$ cat config.mk
export PLATFORM = sky130hd
export DESIGN_NAME = dbg_halt_ctrl
export DESIGN_NICKNAME = d
export VERILOG_FILES = /design/src/rtl/dbg_halt_pkg.sv /design/src/rtl/dbg_sync.sv /design/src/rtl/dbg_req_latch.sv /design/src/rtl/dbg_irq_arb.sv /design/src/rtl/dbg_entry_fsm.sv /design/src/rtl/dbg_halt_ctrl.sv
export SDC_FILE = /design/constraint.sdc
export NUM_CORES = 1
export LEC_CHECK = 0
export BUFFER_PORTS_ARGS = -buffer_cell sky130_fd_sc_hd__buf_2
export CORE_AREA = 2 2 39 41
export CTS_CLUSTER_SIZE = 16
export DETAILED_ROUTE_END_ITERATION = 10
export DIE_AREA = 0 0 41 43
export RECOVER_POWER = 50
export SLEW_MARGIN = 30
export SYNTH_ARGS = -nofsm -noshare
export SYNTH_HDL_FRONTEND = slang
export SYNTH_SLANG_ARGS = --single-unit
export TNS_END_PERCENT = 30
$ cat constraint.sdc
create_clock -name clk -period 1.35 [get_ports clk]
set_input_delay 0.0675 -clock clk [delete_from_list [all_inputs] [get_ports clk]]
set_output_delay 0.0675 -clock clk [all_outputs]
set_load 0.01 [all_outputs]
$ cat src/rtl/dbg_halt_pkg.sv
package dbg_halt_pkg;
  typedef enum logic [1:0] {
    ST_IDLE  = 2'd0,
    ST_PEND  = 2'd1,
    ST_FLUSH = 2'd2,
    ST_DBG   = 2'd3
  } dbg_state_e;
endpackage

$ cat src/rtl/dbg_sync.sv
module dbg_sync #(
  parameter int STAGES = 2,
  parameter logic RST_VAL = 1'b1
) (
  input  logic clk,
  input  logic rst_n,
  input  logic d_i,
  output logic q_o
);
  logic [STAGES-1:0] chain_q;
  logic [STAGES-1:0] chain_d;

  always_comb begin
    chain_d = {chain_q[STAGES-2:0], d_i};
  end

  always_ff @(posedge clk or negedge rst_n) begin
    if (!rst_n) chain_q <= {STAGES{RST_VAL}};
    else        chain_q <= chain_d;
  end

  assign q_o = chain_q[STAGES-1];
endmodule

$ cat src/rtl/dbg_req_latch.sv
module dbg_req_latch (
  input  logic clk,
  input  logic rst_n,
  input  logic pin_req_i,
  input  logic tap_req_i,
  input  logic blk_i,
  input  logic load_en_i,
  input  logic consume_i,
  output logic pend_o
);
  logic pin_pend_q, pin_pend_d;
  logic tap_pend_q, tap_pend_d;

  always_comb begin
    pin_pend_d = pin_pend_q;
    if (consume_i || !load_en_i) pin_pend_d = 1'b0;
    else if (!blk_i)             pin_pend_d = pin_req_i;

    tap_pend_d = tap_pend_q;
    if (consume_i)                   tap_pend_d = 1'b0;
    else if (tap_req_i && load_en_i) tap_pend_d = 1'b1;
  end

  always_ff @(posedge clk or negedge rst_n) begin
    if (!rst_n) begin
      pin_pend_q <= 1'b0;
      tap_pend_q <= 1'b0;
    end else begin
      pin_pend_q <= pin_pend_d;
      tap_pend_q <= tap_pend_d;
    end
  end

  assign pend_o = pin_pend_q | tap_pend_q;

  // sampling blocked freezes the pin latch
  a_r6_freeze: assert property (@(posedge clk) disable iff (!rst_n)
    (blk_i && load_en_i && !consume_i) |=> $stable(pin_pend_q));
endmodule

$ cat src/rtl/dbg_irq_arb.sv
module dbg_irq_arb #(
  parameter int NUM_IRQ = 4
) (
  input  logic               clk,
  input  logic               rst_n,
  input  logic               bnd_i,
  input  logic               arb_en_i,
  input  logic               dbg_pend_i,
  input  logic [NUM_IRQ-1:0] irq_pend_i,
  output logic [NUM_IRQ-1:0] irq_grant_o,
  output logic               dbg_win_o
);
  logic active;
  logic found;

  assign active = bnd_i && arb_en_i;

  always_comb begin
    irq_grant_o = '0;
    dbg_win_o   = 1'b0;
    found       = 1'b0;
    if (active) begin
      if (irq_pend_i[0]) begin
        irq_grant_o[0] = 1'b1;
        found = 1'b1;
      end else if (dbg_pend_i) begin
        dbg_win_o = 1'b1;
        found = 1'b1;
      end
      for (int i = 1; i < NUM_IRQ; i++) begin
        if (!found && irq_pend_i[i]) begin
          irq_grant_o[i] = 1'b1;
          found = 1'b1;
        end
      end
    end
  end

  // at most one grant, none outside an arbitration point
  a_r9_onehot: assert property (@(posedge clk) disable iff (!rst_n)
    $onehot0({irq_grant_o, dbg_win_o}));
  a_r9_no_bnd: assert property (@(posedge clk) disable iff (!rst_n)
    !bnd_i |-> (irq_grant_o == '0));
  // top source outranks debug
  a_r8_top_wins: assert property (@(posedge clk) disable iff (!rst_n)
    (active && irq_pend_i[0]) |-> (irq_grant_o[0] && !dbg_win_o));
endmodule

$ cat src/rtl/dbg_entry_fsm.sv
module dbg_entry_fsm
  import dbg_halt_pkg::*;
(
  input  logic clk,
  input  logic rst_n,
  input  logic pend_i,
  input  logic bnd_i,
  input  logic dbg_win_i,
  input  logic pin_req_i,
  input  logic flush_done_i,
  input  logic resume_i,
  output logic load_en_o,
  output logic arb_en_o,
  output logic dbg_pend_o,
  output logic consume_o,
  output logic flush_cmd_o,
  output logic dbg_rdy_o
);
  dbg_state_e state_q, state_d;

  always_comb begin
    state_d = state_q;
    case (state_q)
      ST_IDLE:  if (pend_i) state_d = ST_PEND;
      ST_PEND: begin
        if (dbg_win_i)    state_d = ST_FLUSH;
        else if (!pend_i) state_d = ST_IDLE;
      end
      ST_FLUSH: if (flush_done_i) state_d = ST_DBG;
      ST_DBG:   if (resume_i && !pin_req_i) state_d = ST_IDLE;
      default:  state_d = ST_IDLE;
    endcase
  end

  always_ff @(posedge clk or negedge rst_n) begin
    if (!rst_n) state_q <= ST_IDLE;
    else        state_q <= state_d;
  end

  assign load_en_o   = (state_q == ST_IDLE) || (state_q == ST_PEND);
  assign arb_en_o    = load_en_o;
  assign dbg_pend_o  = (state_q == ST_PEND);
  assign consume_o   = dbg_win_i;
  assign flush_cmd_o = (state_q == ST_FLUSH);
  assign dbg_rdy_o   = (state_q == ST_FLUSH) || (state_q == ST_DBG);

  // no entry without a boundary
  a_r2_bnd_only: assert property (@(posedge clk) disable iff (!rst_n)
    (state_q == ST_PEND && !bnd_i) |=> !flush_cmd_o);
  // recognition yields flush and acknowledge next cycle
  a_r3_entry: assert property (@(posedge clk) disable iff (!rst_n)
    (state_q == ST_PEND && dbg_win_i) |=> (flush_cmd_o && dbg_rdy_o));
  // flush held until done
  a_r4_flush_hold: assert property (@(posedge clk) disable iff (!rst_n)
    (flush_cmd_o && !flush_done_i) |=> flush_cmd_o);
  // exit needs resume with pin released
  a_r10_exit: assert property (@(posedge clk) disable iff (!rst_n)
    (state_q == ST_DBG && resume_i && !pin_req_i) |=> !dbg_rdy_o);
  a_r10_hold: assert property (@(posedge clk) disable iff (!rst_n)
    (state_q == ST_DBG && pin_req_i) |=> dbg_rdy_o);
endmodule

$ cat src/rtl/dbg_halt_ctrl.sv
module dbg_halt_ctrl #(
  parameter int NUM_IRQ   = 4,
  parameter int SYNC_STGS = 2
) (
  input  logic               clk,
  input  logic               rst_n,
  input  logic               run_stop_n,
  input  logic               tap_dbg_enter,
  input  logic               retire_bnd,
  input  logic               locked_cyc,
  input  logic               special_cyc,
  input  logic               inta_cyc,
  input  logic               stop_clk,
  input  logic [NUM_IRQ-1:0] irq_pend,
  input  logic               flush_done,
  input  logic               resume,
  output logic [NUM_IRQ-1:0] irq_grant,
  output logic               flush_cmd,
  output logic               dbg_rdy
);
  logic rst_ns;
  logic pin_sync_n;
  logic pin_req;
  logic blocked;
  logic pend, load_en, arb_en, dbg_pend, consume, dbg_win;

  dbg_sync #(.STAGES(2), .RST_VAL(1'b0)) u_rst_sync (
    .clk(clk), .rst_n(rst_n), .d_i(1'b1), .q_o(rst_ns)
  );

  dbg_sync #(.STAGES(SYNC_STGS), .RST_VAL(1'b1)) u_pin_sync (
    .clk(clk), .rst_n(rst_ns), .d_i(run_stop_n), .q_o(pin_sync_n)
  );

  assign pin_req = !pin_sync_n;
  assign blocked = locked_cyc | special_cyc | inta_cyc | stop_clk;

  dbg_req_latch u_latch (
    .clk(clk), .rst_n(rst_ns), .pin_req_i(pin_req), .tap_req_i(tap_dbg_enter),
    .blk_i(blocked), .load_en_i(load_en), .consume_i(consume), .pend_o(pend)
  );

  dbg_irq_arb #(.NUM_IRQ(NUM_IRQ)) u_arb (
    .clk(clk), .rst_n(rst_ns), .bnd_i(retire_bnd), .arb_en_i(arb_en),
    .dbg_pend_i(dbg_pend), .irq_pend_i(irq_pend), .irq_grant_o(irq_grant),
    .dbg_win_o(dbg_win)
  );

  dbg_entry_fsm u_fsm (
    .clk(clk), .rst_n(rst_ns), .pend_i(pend), .bnd_i(retire_bnd),
    .dbg_win_i(dbg_win), .pin_req_i(pin_req), .flush_done_i(flush_done),
    .resume_i(resume), .load_en_o(load_en), .arb_en_o(arb_en),
    .dbg_pend_o(dbg_pend), .consume_o(consume), .flush_cmd_o(flush_cmd),
    .dbg_rdy_o(dbg_rdy)
  );

  // quiet outputs while internal reset is held
  a_r11_reset_quiet: assert property (@(posedge clk)
    !rst_ns |-> (!flush_cmd && !dbg_rdy && irq_grant == '0));
endmodule

==> metrics.md, run 1 <==
| Metric | Value |
|---|---|
| Status | finished with violations |
| Failing checks | negative setup slack |
| Hold wc startpoint | resume |
| Synth Area per Inst | 11.8 um2 |
| Number of iterations in the first detailed-routing pass | 2 |
| Initial drt markers | 8 |
| Critical Path RT | 1.28 ns |
| Clk_lat worst skew | 0.26 ns |
| GRT Overall Usage | 10.2% |
| Clock transition at path regs | 0.06 ns |
| Hpwl dp | 580 um |
| Layout cells sized above 1 | 50.9% |
| Critical path class | flop to output pin |
| First-pass GRT wire length | 1160 um |
| Syn Nets | 46 |
| Max Buffers Root-to-Sink | 2 |
| Synthesized cell area | 365 um2 |
| Initial Util | 26.4% |
| Slowest cell on the critical path | or3b_4 |
| Die Y | 43 um |
| Row cnt | 14 |
| Port-buffer cells | 20 |
| Post-synthesis cell type count | 20 |
| Peak supply drop | 944 uV |
| WL/cell | 9.89 um |
| Vias per cell | 4.62 |
| Clock Sinks | 8 |
| Fin crit share | 111% |
| Worst Path Arrival | 1.43 ns |
| CP Capture Type | output pin |
| Setup Viol. Count Final | 3 |
| Highest metal used | met3 |
| Cell-internal power | 524 uW |
| CTS Root Cell | clkbuf_4 |
| Nets@finish | 73 |
| Largest net degree at the start of global routing | 8 |
| Sw frac | 32.9% |
| # Max-Cap Violations | 0 |
| Reg-to-Reg End | u_latch.pin_pend_q |
| Hold crit path type | primary input to flop |
| Cts bufs inserted | 3 |
| Total Power | 781 uW |
| Fillers | 148 |
| CTS tree | built |
| Part of the power in the clock network | 25.4% |
| Final Instance Count excl. Fillers | 73 |
| Fin Clk Skew | 0.00973 ns |
| Fmax | 668 MHz |
| Gr ovfl total | 0 |
| CP max FO | 3 |
| Antenna cells | 0 |
| WL met1 | 278 um |
| Cells after DPL | 67 |
| Met3 wire len | 96 um |
| Cell Pwr Density | 1460 nW/um2 |
| Worst path cell trace | or3b_4, nor3_2, and3b_1, buf_2 |
| Die footprint | 1760 um2 |
| Synth warn | 0 |
| FF-to-FF path depth | 2 |
| H-Tree Level Count | 1 |
| Slowest stage delay, CP | 0.39 ns |
| Logic pwr share | 31.1% |
| Worst Path Buf+Inv | 1 |
| I/O pins | 21 |
| Sequential area share after synthesis | 55.5% |
| ANT nets after route | 0 |
| CTS resizes | 0 |
| Post-route DRC | 0 |
| RSZ-0062 raised after global routing | true |
| Layout area overhead | 46.2% |
| Worst R2R Start | u_fsm.state_q[0] |
| Core Util, Final | 38.6% |
| Fin crit period | 1.50 ns |
| Synthesized flop and latch total | 8 |
| Critical path launch point type | flop |
| Initial antenna violation count | 0 |
| CP top delay family | simple AND/OR/NAND/NOR gates |
| Met2 WL | 347 um |
| Sequential power share | 43.4% |
| Hold Path Cell Cnt | 2 |
| Chip width | 41 um |
| Worst reg2reg setup slack | 0.27 ns |
| Vias | 337 |
| Fin. max-slew vios | 0 |
| Core region area | 1380 um2 |
| P_sw | 257 uW |
| Setup TNS | -0.340 ns |
| Worst Slack Setup Final | -0.147 ns |
| Gpl congestion | 0.584 |
| Final WL | 722 um |
| Post-Synthesis Cells | 31 |
| Leak Pwr | 0.000266 uW |
| Hold Violations, Final | 0 |
| Vias in the first global route | 306 |
timing repair:
| item | CTS | global route |
|---|---|---|
| endpoints found under the hold margin | 3 | 0 |
| endpoints found under the setup margin | 3 | 3 |
| cloned | 0 | 0 |
| pin swaps | 1 | 0 |
| hold buffers | 2 | 0 |
| setup buffers | 0 | 0 |
synth_stat cells (all sizes together):
cell / number / share of area [%]
a41oi: 1 / 2.4
a221oi: 1 / 2.4
clkbuf: 1 / 1.0
nand2: 1 / 1.0
and2: 1 / 1.7
nor3b: 1 / 2.1
dfstp: 2 / 14
dfrtp: 6 / 41
or3b: 1 / 3.1
nand3: 1 / 1.4
inv: 2 / 2.1
nor4: 1 / 5.8
a2111oi: 1 / 4.1
nor2: 3 / 3.1
a21oi: 2 / 2.7
and3: 1 / 1.7
nor3: 2 / 4.1
conb: 1 / 1.0
and3b: 2 / 4.8
layer usage:
layer / vias to the layer above / track usage (%)
met5: - / 0
met4: 0 / 4.00
met3: 0 / 6.28
met2: 17 / 15.3
met1: 158 / 11.1
li1: 162 / -
through the flow:
step	hold WS [ns]	instance area (um2)	worst slack, ns
after global placement	-0.147	489	0.151
after detailed placement	-0.146	489	0.120
after floorplan	-0.228	365	0.129
final	0.0395	534	-0.147
after global routing	0.0431	534	-0.238
after CTS	0.0358	536	-0.168
cell type report:
class / instances / area (um2) / area share (%)
multi-input cells: 20 / 151 / 28.3
inverters: 2 / 7.51 / 1.41
repair buffers: 23 / 126 / 23.7
flip-flops and latches: 8 / 203 / 37.9
well taps: 16 / 20.0 / 3.75
clock buffers: 4 / 26.3 / 4.92
worst max-delay path by stage:
| stage | cells after the start | to | slack [ns] | from |
|---|---|---|---|---|
| after detailed placement | 4 | irq_grant[3] | 0.12 | flop |
| final | 4 | irq_grant[3] | -0.15 | flop |
| after CTS | 4 | irq_grant[3] | -0.17 | flop |
| after floorplan | 2 | irq_grant[1] | 0.13 | flop |
| after global placement | 4 | irq_grant[3] | 0.15 | flop |
| after global routing | 4 | irq_grant[3] | -0.24 | flop |
power by group through the flow:
stage / Combinational (uW) / Clock, uW / Sequential, uW
4_1_cts: 248 / 209 / 340
6_report: 243 / 199 / 339
5_1_grt: 274 / 223 / 347
2_1_floorplan: 131 / 0 / 350
3_5_place_dp: 244 / 0 / 344
3_3_place_gp: 244 / 0 / 340
layout by cell type, fill, tap and decap left out, types with 2 or more instances in the layout:
cell,instances
buf_2,19
dfrtp_1,6
clkbuf_1,2
clkbuf_4,3
dlygate4sd3_1,2
dfstp_2,2
inv_1,2
nor2_1,3
and3b_1,2
a21oi_1,2
cell families after synthesis:
logic type | synth area share, %
buf+inv | 3.08
compound gates | 11.6
other cells | 1.03
simple gates | 28.8
flops | 55.5
No activity file was read; power rests on OpenSTA's default activity.
==> run 2: changes to the inputs <==
--- a/constraint.sdc
+++ b/constraint.sdc
@@ -3,2 +3,2 @@
 set_output_delay 0.0675 -clock clk [all_outputs]
-set_load 0.01 [all_outputs]
+set_load 0.1 [all_outputs]
==> run 2 against run 1 <==
  * The run still ends with negative setup slack left
  * Sequential share of layout area fell by 6.8 points
  * Largest cell class unchanged
  * Power rose by 50%
  * Critical path type unchanged
  * Cell area rose by 22%
  * Critical endpoint unchanged
  * Largest power group is now combinational cells
==> metrics.md, run 2 (synthesized netlist as in run 1, its figures left out) <==
| Metric | Value |
|---|---|
| Status | finished with violations |
| Failing checks | negative setup slack |
| Die footprint | 1760 um2 (unchanged) |
| Post-route DRC | 0 (unchanged) |
| Vias per cell | 4.58 (-0.89%) |
| Fmax | 611 MHz (-8.6%) |
| Core region area | 1380 um2 (unchanged) |
| ANT nets after route | 0 (unchanged) |
| Cell Pwr Density | 1800 nW/um2 (+23%) |
| Worst path cell trace | or3b_4, nor3_4, and3b_2, buf_12 |
| Commonest cells after routing, fill and taps aside | buf_2, dfrtp_1, buf_12 |
| Fin Clk Skew | 0.00764 ns (-0.00210 ns) |
| Peak supply drop | 595 uV (-37%) |
| Vias | 334 (-0.89%) |
| Setup TNS | -0.712 ns (-0.373 ns) |
| Fin crit period | 1.64 ns (+0.141 ns) |
| CTS tree | built |
| Row cnt | 14 (unchanged) |
| Initial Util | 26.4% (unchanged) |
| Worst Path Arrival | 1.57 ns (+0.14 ns) |
| Cells after DPL | 67 (unchanged) |
| Final std cell area, no fill | 651 um2 (+22%) |
| Critical path class | flop to output pin |
| Largest net degree at the start of global routing | 8 (unchanged) |
| GRT Overall Usage | 10.4% (+0.21 points) |
| Max Buffers Root-to-Sink | 2 (unchanged) |
| Fin crit share | 121% (+10 points) |
| Antenna cells | 0 (unchanged) |
| Final Instance Count excl. Fillers | 73 (unchanged) |
| # Max-Cap Violations | 0 (unchanged) |
| H-Tree Level Count | 1 (unchanged) |
| Clk_lat worst skew | 0.25 ns (about the same) |
| Setup Viol. Count Final | 3 (unchanged) |
| Worst Path Buf+Inv | 1 (unchanged) |
| RSZ-0062 raised after global routing | true |
| Gr ovfl total | 0 (unchanged) |
| Cts bufs inserted | 3 (unchanged) |
| Most common cell after layout, fill and taps aside | buf_2 |
| Fillers | 128 (-14%) |
| Gpl congestion | 0.616 (+5.5%) |
| Initial antenna violation count | 0 (unchanged) |
| Area after DPL | 592 um2 (+21%) |
| Number of iterations in the first detailed-routing pass | 2 (unchanged) |
| Clock transition at path regs | 0.06 ns (about the same) |
| Nets@finish | 73 (unchanged) |
| Fin. max-slew vios | 0 (unchanged) |
| Worst Slack Setup Final | -0.288 ns (-0.141 ns) |
| Vias in the first global route | 331 (+8.2%) |
| CP Capture Type | output pin |
| Slowest stage delay, CP | 0.41 ns (+0.02 ns) |
| Hold crit path type | primary input to flop |
| Hpwl dp | 641 um (+10%) |
| Initial drt markers | 1 (-7) |
| I/O pins | 21 (unchanged) |
| Critical path launch point type | flop |
| Layout area overhead | 78.1% |
| Final WL | 750 um (+3.9%) |
| Slowest cell on the critical path | or3b_4 |
| CTS Root Cell | clkbuf_4 |
| Port-buffer cells | 20 (unchanged) |
| Hold Violations, Final | 0 (unchanged) |
| Clock Sinks | 8 (unchanged) |
| WL/cell | 10.3 um (+3.9%) |
| Chip width | 41 um (unchanged) |
| Leak Pwr | 0.000293 uW (+9.9%) |
| Critical Path RT | 1.28 ns (about the same) |
| CP max FO | 3 (unchanged) |
| Layout cells sized above 1 | 63.2% (+12 points) |
| CP top delay family | simple AND/OR/NAND/NOR gates |
| Die Y | 43 um (unchanged) |
| First-pass GRT wire length | 1220 um (+5.3%) |
[run 2: stage by stage]
| stage | worst slack (ns) | util [%] | power [uW] | hold WS (ns) |
|---|---|---|---|---|
| after CTS | -0.305 | 46.1 | 1170 | 0.0551 |
| final | -0.288 | 47.0 | 1170 | 0.0648 |
| after detailed placement | -0.0243 | 42.8 | 960 | -0.146 |
| after floorplan | -0.404 | - | 771 | -0.228 |
| after global placement | 0.0112 | 42.8 | 948 | -0.147 |
| after global routing | -0.369 | 47.0 | 1240 | 0.0664 |
[run 2: layer usage]
metal | track usage (%) | vias to the layer above | share of wire (%) | wire [um]
met5 | 0 | - | 0 | 0
met4 | 8.00 | 0 | 0 | 0
met3 | 2.09 | 0 | 8.9 | 67
met2 | 16.9 | 14 | 49 | 369
met1 | 10.8 | 159 | 42 | 314
li1 | - | 161 | - | -
[run 2: worst reg2reg max path, delay by kind of cell (launching register included)]
| family | cells | cell delay, ns |
|---|---|---|
| flip-flops | 1 | 0.51 |
| AND/OR/NAND/NOR | 1 | 0.27 |
| AO/OA/AOI/OAI | 1 | 0.29 |
[run 2: final timing paths]
kind / startpoint / cells past startpoint / endpoint / slack [ns]
worst max-delay path: flop / 4 / irq_grant[3] / -0.29
worst min register to register: u_rst_sync.chain_q[1] / 0 / async pin / 0.09
worst min-delay path: resume / 2 / flop / 0.06
min in group asynchronous: u_rst_sync.chain_q[1] / 0 / async pin / 0.09
worst max register to register: u_fsm.state_q[0] / 2 / u_latch.pin_pend_q / 0.17
max in group asynchronous: u_rst_sync.chain_q[1] / 0 / u_pin_sync.chain_q[1] / 0.99
[run 2: layout make-up]
| type | count | area (um2) | area share, % |
|---|---|---|---|
| sequential | 8 | 203 | 31.2 |
| tap | 16 | 20.0 | 3.08 |
| inverter | 2 | 10.0 | 1.54 |
| timing repair buffer | 23 | 201 | 31.0 |
| multi-input combinational | 20 | 190 | 29.2 |
| clock buffer | 4 | 26.3 | 4.04 |
[run 2: repair_timing]
| item | in CTS | in global routing |
|---|---|---|
| buffers inserted | 0 | 0 |
| pin swaps | 1 | 1 |
| endpoints found under the hold margin | 3 | 0 |
| setup endpoints to repair | 4 | 4 |
| gates resized for setup | 1 | 3 |
| hold buffers | 2 | 0 |
[run 2: power breakdown]
group / switching (uW) / internal, uW / total [uW] / leakage, uW
sequential: 67.9 / 294 / 362 / 0.0000904
clock: 78.2 / 113 / 191 / 0.0000150
combinational: 416 / 205 / 621 / 0.000187
==> run 3: changes to the inputs <==
PLACE_DENSITY_LB_ADDON = 0.15   (was not set)
==> run 3 against run 2 <==
  * The flow still finishes with violations (negative setup slack)
  * Clock power about the same
  * Routed wire length up 2.5%
  * Count of clock-buffer cells in the layout is the same
  * Sequential cell count is the same
  * Cell area is the same
  * Clock skew up 0.0027 ns
  * Sequential power down 1%
  * Utilization stayed put
  * Setup slack improved by 0.018 ns
  * Sequential share of layout area unchanged
  * Critical path type unchanged
  * Largest cell class unchanged
==> metrics.md, run 3 (synthesized netlist as in run 1, its figures left out) <==
| Metric | Value |
|---|---|
| Status | finished with violations |
| Failing checks | negative setup slack |
| # Max-Cap Violations | 0 (unchanged) |
| CP Capture Type | output pin |
| Fillers | 145 (+13%) |
| Grt peak-use layer | met2 |
| Worst Slack Setup Final | -0.270 ns (+0.0179 ns) |
| GRT Overall Usage | 10.1% (-0.33 points) |
| Clock transition at path regs | 0.06 ns (about the same) |
| Clk_lat worst skew | 0.25 ns (about the same) |
| Layout area overhead | 78.1% (unchanged) |
| Peak supply drop | 1130 uV (+90%) |
| Nets@finish | 73 (unchanged) |
| Die footprint | 1760 um2 (unchanged) |
| Final WL | 769 um (+2.5%) |
| Row cnt | 14 (unchanged) |
| CTS tree | built |
| Slowest cell on the critical path | or3b_4 |
| Cells after DPL | 67 (unchanged) |
| Layout cells sized above 1 | 63.2% (unchanged) |
| Leak Pwr | 0.000293 uW (unchanged) |
| Initial drt markers | 0 (-1) |
| Hold Violations, Final | 0 (unchanged) |
| Number of iterations in the first detailed-routing pass | 1 (-1) |
| Worst path cell trace | or3b_4, nor3_4, and3b_2, buf_12 |
| Hold wc startpoint | resume |
| ANT nets after route | 0 (unchanged) |
| Largest net degree at the start of global routing | 8 (unchanged) |
| First-pass GRT wire length | 1170 um (-3.9%) |
| Hold crit path type | primary input to flop |
| Critical Path RT | 1.28 ns (about the same) |
| Worst Path Arrival | 1.55 ns (-0.02 ns) |
| Worst reg2reg setup slack | 0.18 ns (about the same) |
| Initial antenna violation count | 0 (unchanged) |
| Fin. max-slew vios | 0 (unchanged) |
| CP max FO | 3 (unchanged) |
| Cts bufs inserted | 3 (unchanged) |
| Slowest stage delay, CP | 0.41 ns (about the same) |
| H-Tree Level Count | 1 (unchanged) |
| Final Instance Count excl. Fillers | 73 (unchanged) |
| Post-CTS setup buffer count | 0 (unchanged) |
| Commonest cells after routing, fill and taps aside | buf_2, dfrtp_1, buf_12 |
| GR Util met1 | 11.0% (+0.26 points) |
| Hpwl dp | 630 um (-1.6%) |
| Setup Viol. Count Final | 3 (unchanged) |
| CTS Root Cell | clkbuf_4 |
| RSZ-0062 raised after global routing | true |
| Clock Sinks | 8 (unchanged) |
| Fin Clk Skew | 0.0104 ns (+0.00274 ns) |
| Core Util, Final | 47.0% (unchanged) |
| Max Buffers Root-to-Sink | 2 (unchanged) |
| Post-route DRC | 0 (unchanged) |
| Critical path launch point type | flop |
| Worst Path Buf+Inv | 1 (unchanged) |
| Gr ovfl total | 0 (unchanged) |
| Fmax | 617 MHz (+1.1%) |
| Chip width | 41 um (unchanged) |
| Met3 Use GR | 1.57% (-0.52 points) |
| WL/cell | 10.5 um (+2.5%) |
| Port-buffer cells | 20 (unchanged) |
| Antenna cells | 0 (unchanged) |
| Fin crit share | 120% (-1.3 points) |
| GR Util met2 | 15.9% (-0.94 points) |
| Die Y | 43 um (unchanged) |
| Vias per cell | 4.49 (-1.8%) |
| I/O pins | 21 (unchanged) |
| Setup TNS | -0.689 ns (+0.0237 ns) |
| CP top delay family | simple AND/OR/NAND/NOR gates |
| Vias | 328 (-1.8%) |
| Gpl congestion | 0.661 (+7.2%) |
| Initial Util | 26.4% (unchanged) |
| Worst R2R Start | u_fsm.state_q[0] |
| Core region area | 1380 um2 (unchanged) |
| Critical path class | flop to output pin |
| Cell Pwr Density | 1780 nW/um2 (-1.1%) |
| Fin crit period | 1.62 ns (-0.0179 ns) |
| Most common cell after layout, fill and taps aside | buf_2 |
| Vias in the first global route | 303 (-8.5%) |
==> run 3: cell counts in the layout (fill, tap and decap cells not counted) <==
Identical to the previous run, type by type.
==> run 3: layer usage <==
| layer | wire length [um] | vias up |
|---|---|---|
| li1 | - | 165 |
| met1 | 263 | 150 |
| met2 | 430 | 13 |
| met3 | 75 | 0 |
| met4 | 0 | 0 |
| met5 | 0 | - |
==> run 3: timing repair <==
| item | in CTS | in global routing |
|---|---|---|
| hold endpoints to repair | 3 | 0 |
| hold buffers | 2 | 0 |
| pin swaps | 1 | 1 |
| endpoints found under the setup margin | 4 | 4 |
| gates resized for setup | 1 | 3 |
==> run 3: layout make-up <==
class / count / area [um2] / area share, %
Inverter: 2 / 10.0 / 1.54
Clock buffer: 4 / 26.3 / 4.04
Tap cell: 16 / 20.0 / 3.08
Sequential cell: 8 / 203 / 31.2
Timing Repair Buffer: 23 / 201 / 31.0
Multi-Input combinational cell: 20 / 190 / 29.2
==> run 3: through the flow <==
step / cell area (um2) / setup slack [ns] / hold slack [ns] / power (uW)
2_1_floorplan: 393 / -0.404 / -0.228 / 771
3_3_place_gp: 592 / 0.00763 / -0.147 / 949
3_5_place_dp: 592 / 0.000803 / -0.146 / 952
4_1_cts: 638 / -0.280 / 0.0470 / 1160
5_1_grt: 651 / -0.340 / 0.0568 / 1220
6_report: 651 / -0.270 / 0.0508 / 1160
==> run 3: worst paths after layout <==
check                                        end  depth (start not counted)
max reg2reg                   u_latch.pin_pend_q                          2
min in group asynchronous       u_fsm.state_q[0]                          0
max                                 irq_grant[3]                          4
min reg2reg                     u_fsm.state_q[0]                          0
min                                         flop                          2
max in group asynchronous  u_pin_sync.chain_q[0]                          0
==> run 3: power by group <==
group	leakage [uW]	internal, uW	switching, uW
combinational	0.000187	205	409
clock	0.0000150	113	76.4
sequential	0.0000904	294	62.9
total	0.000293	611	549
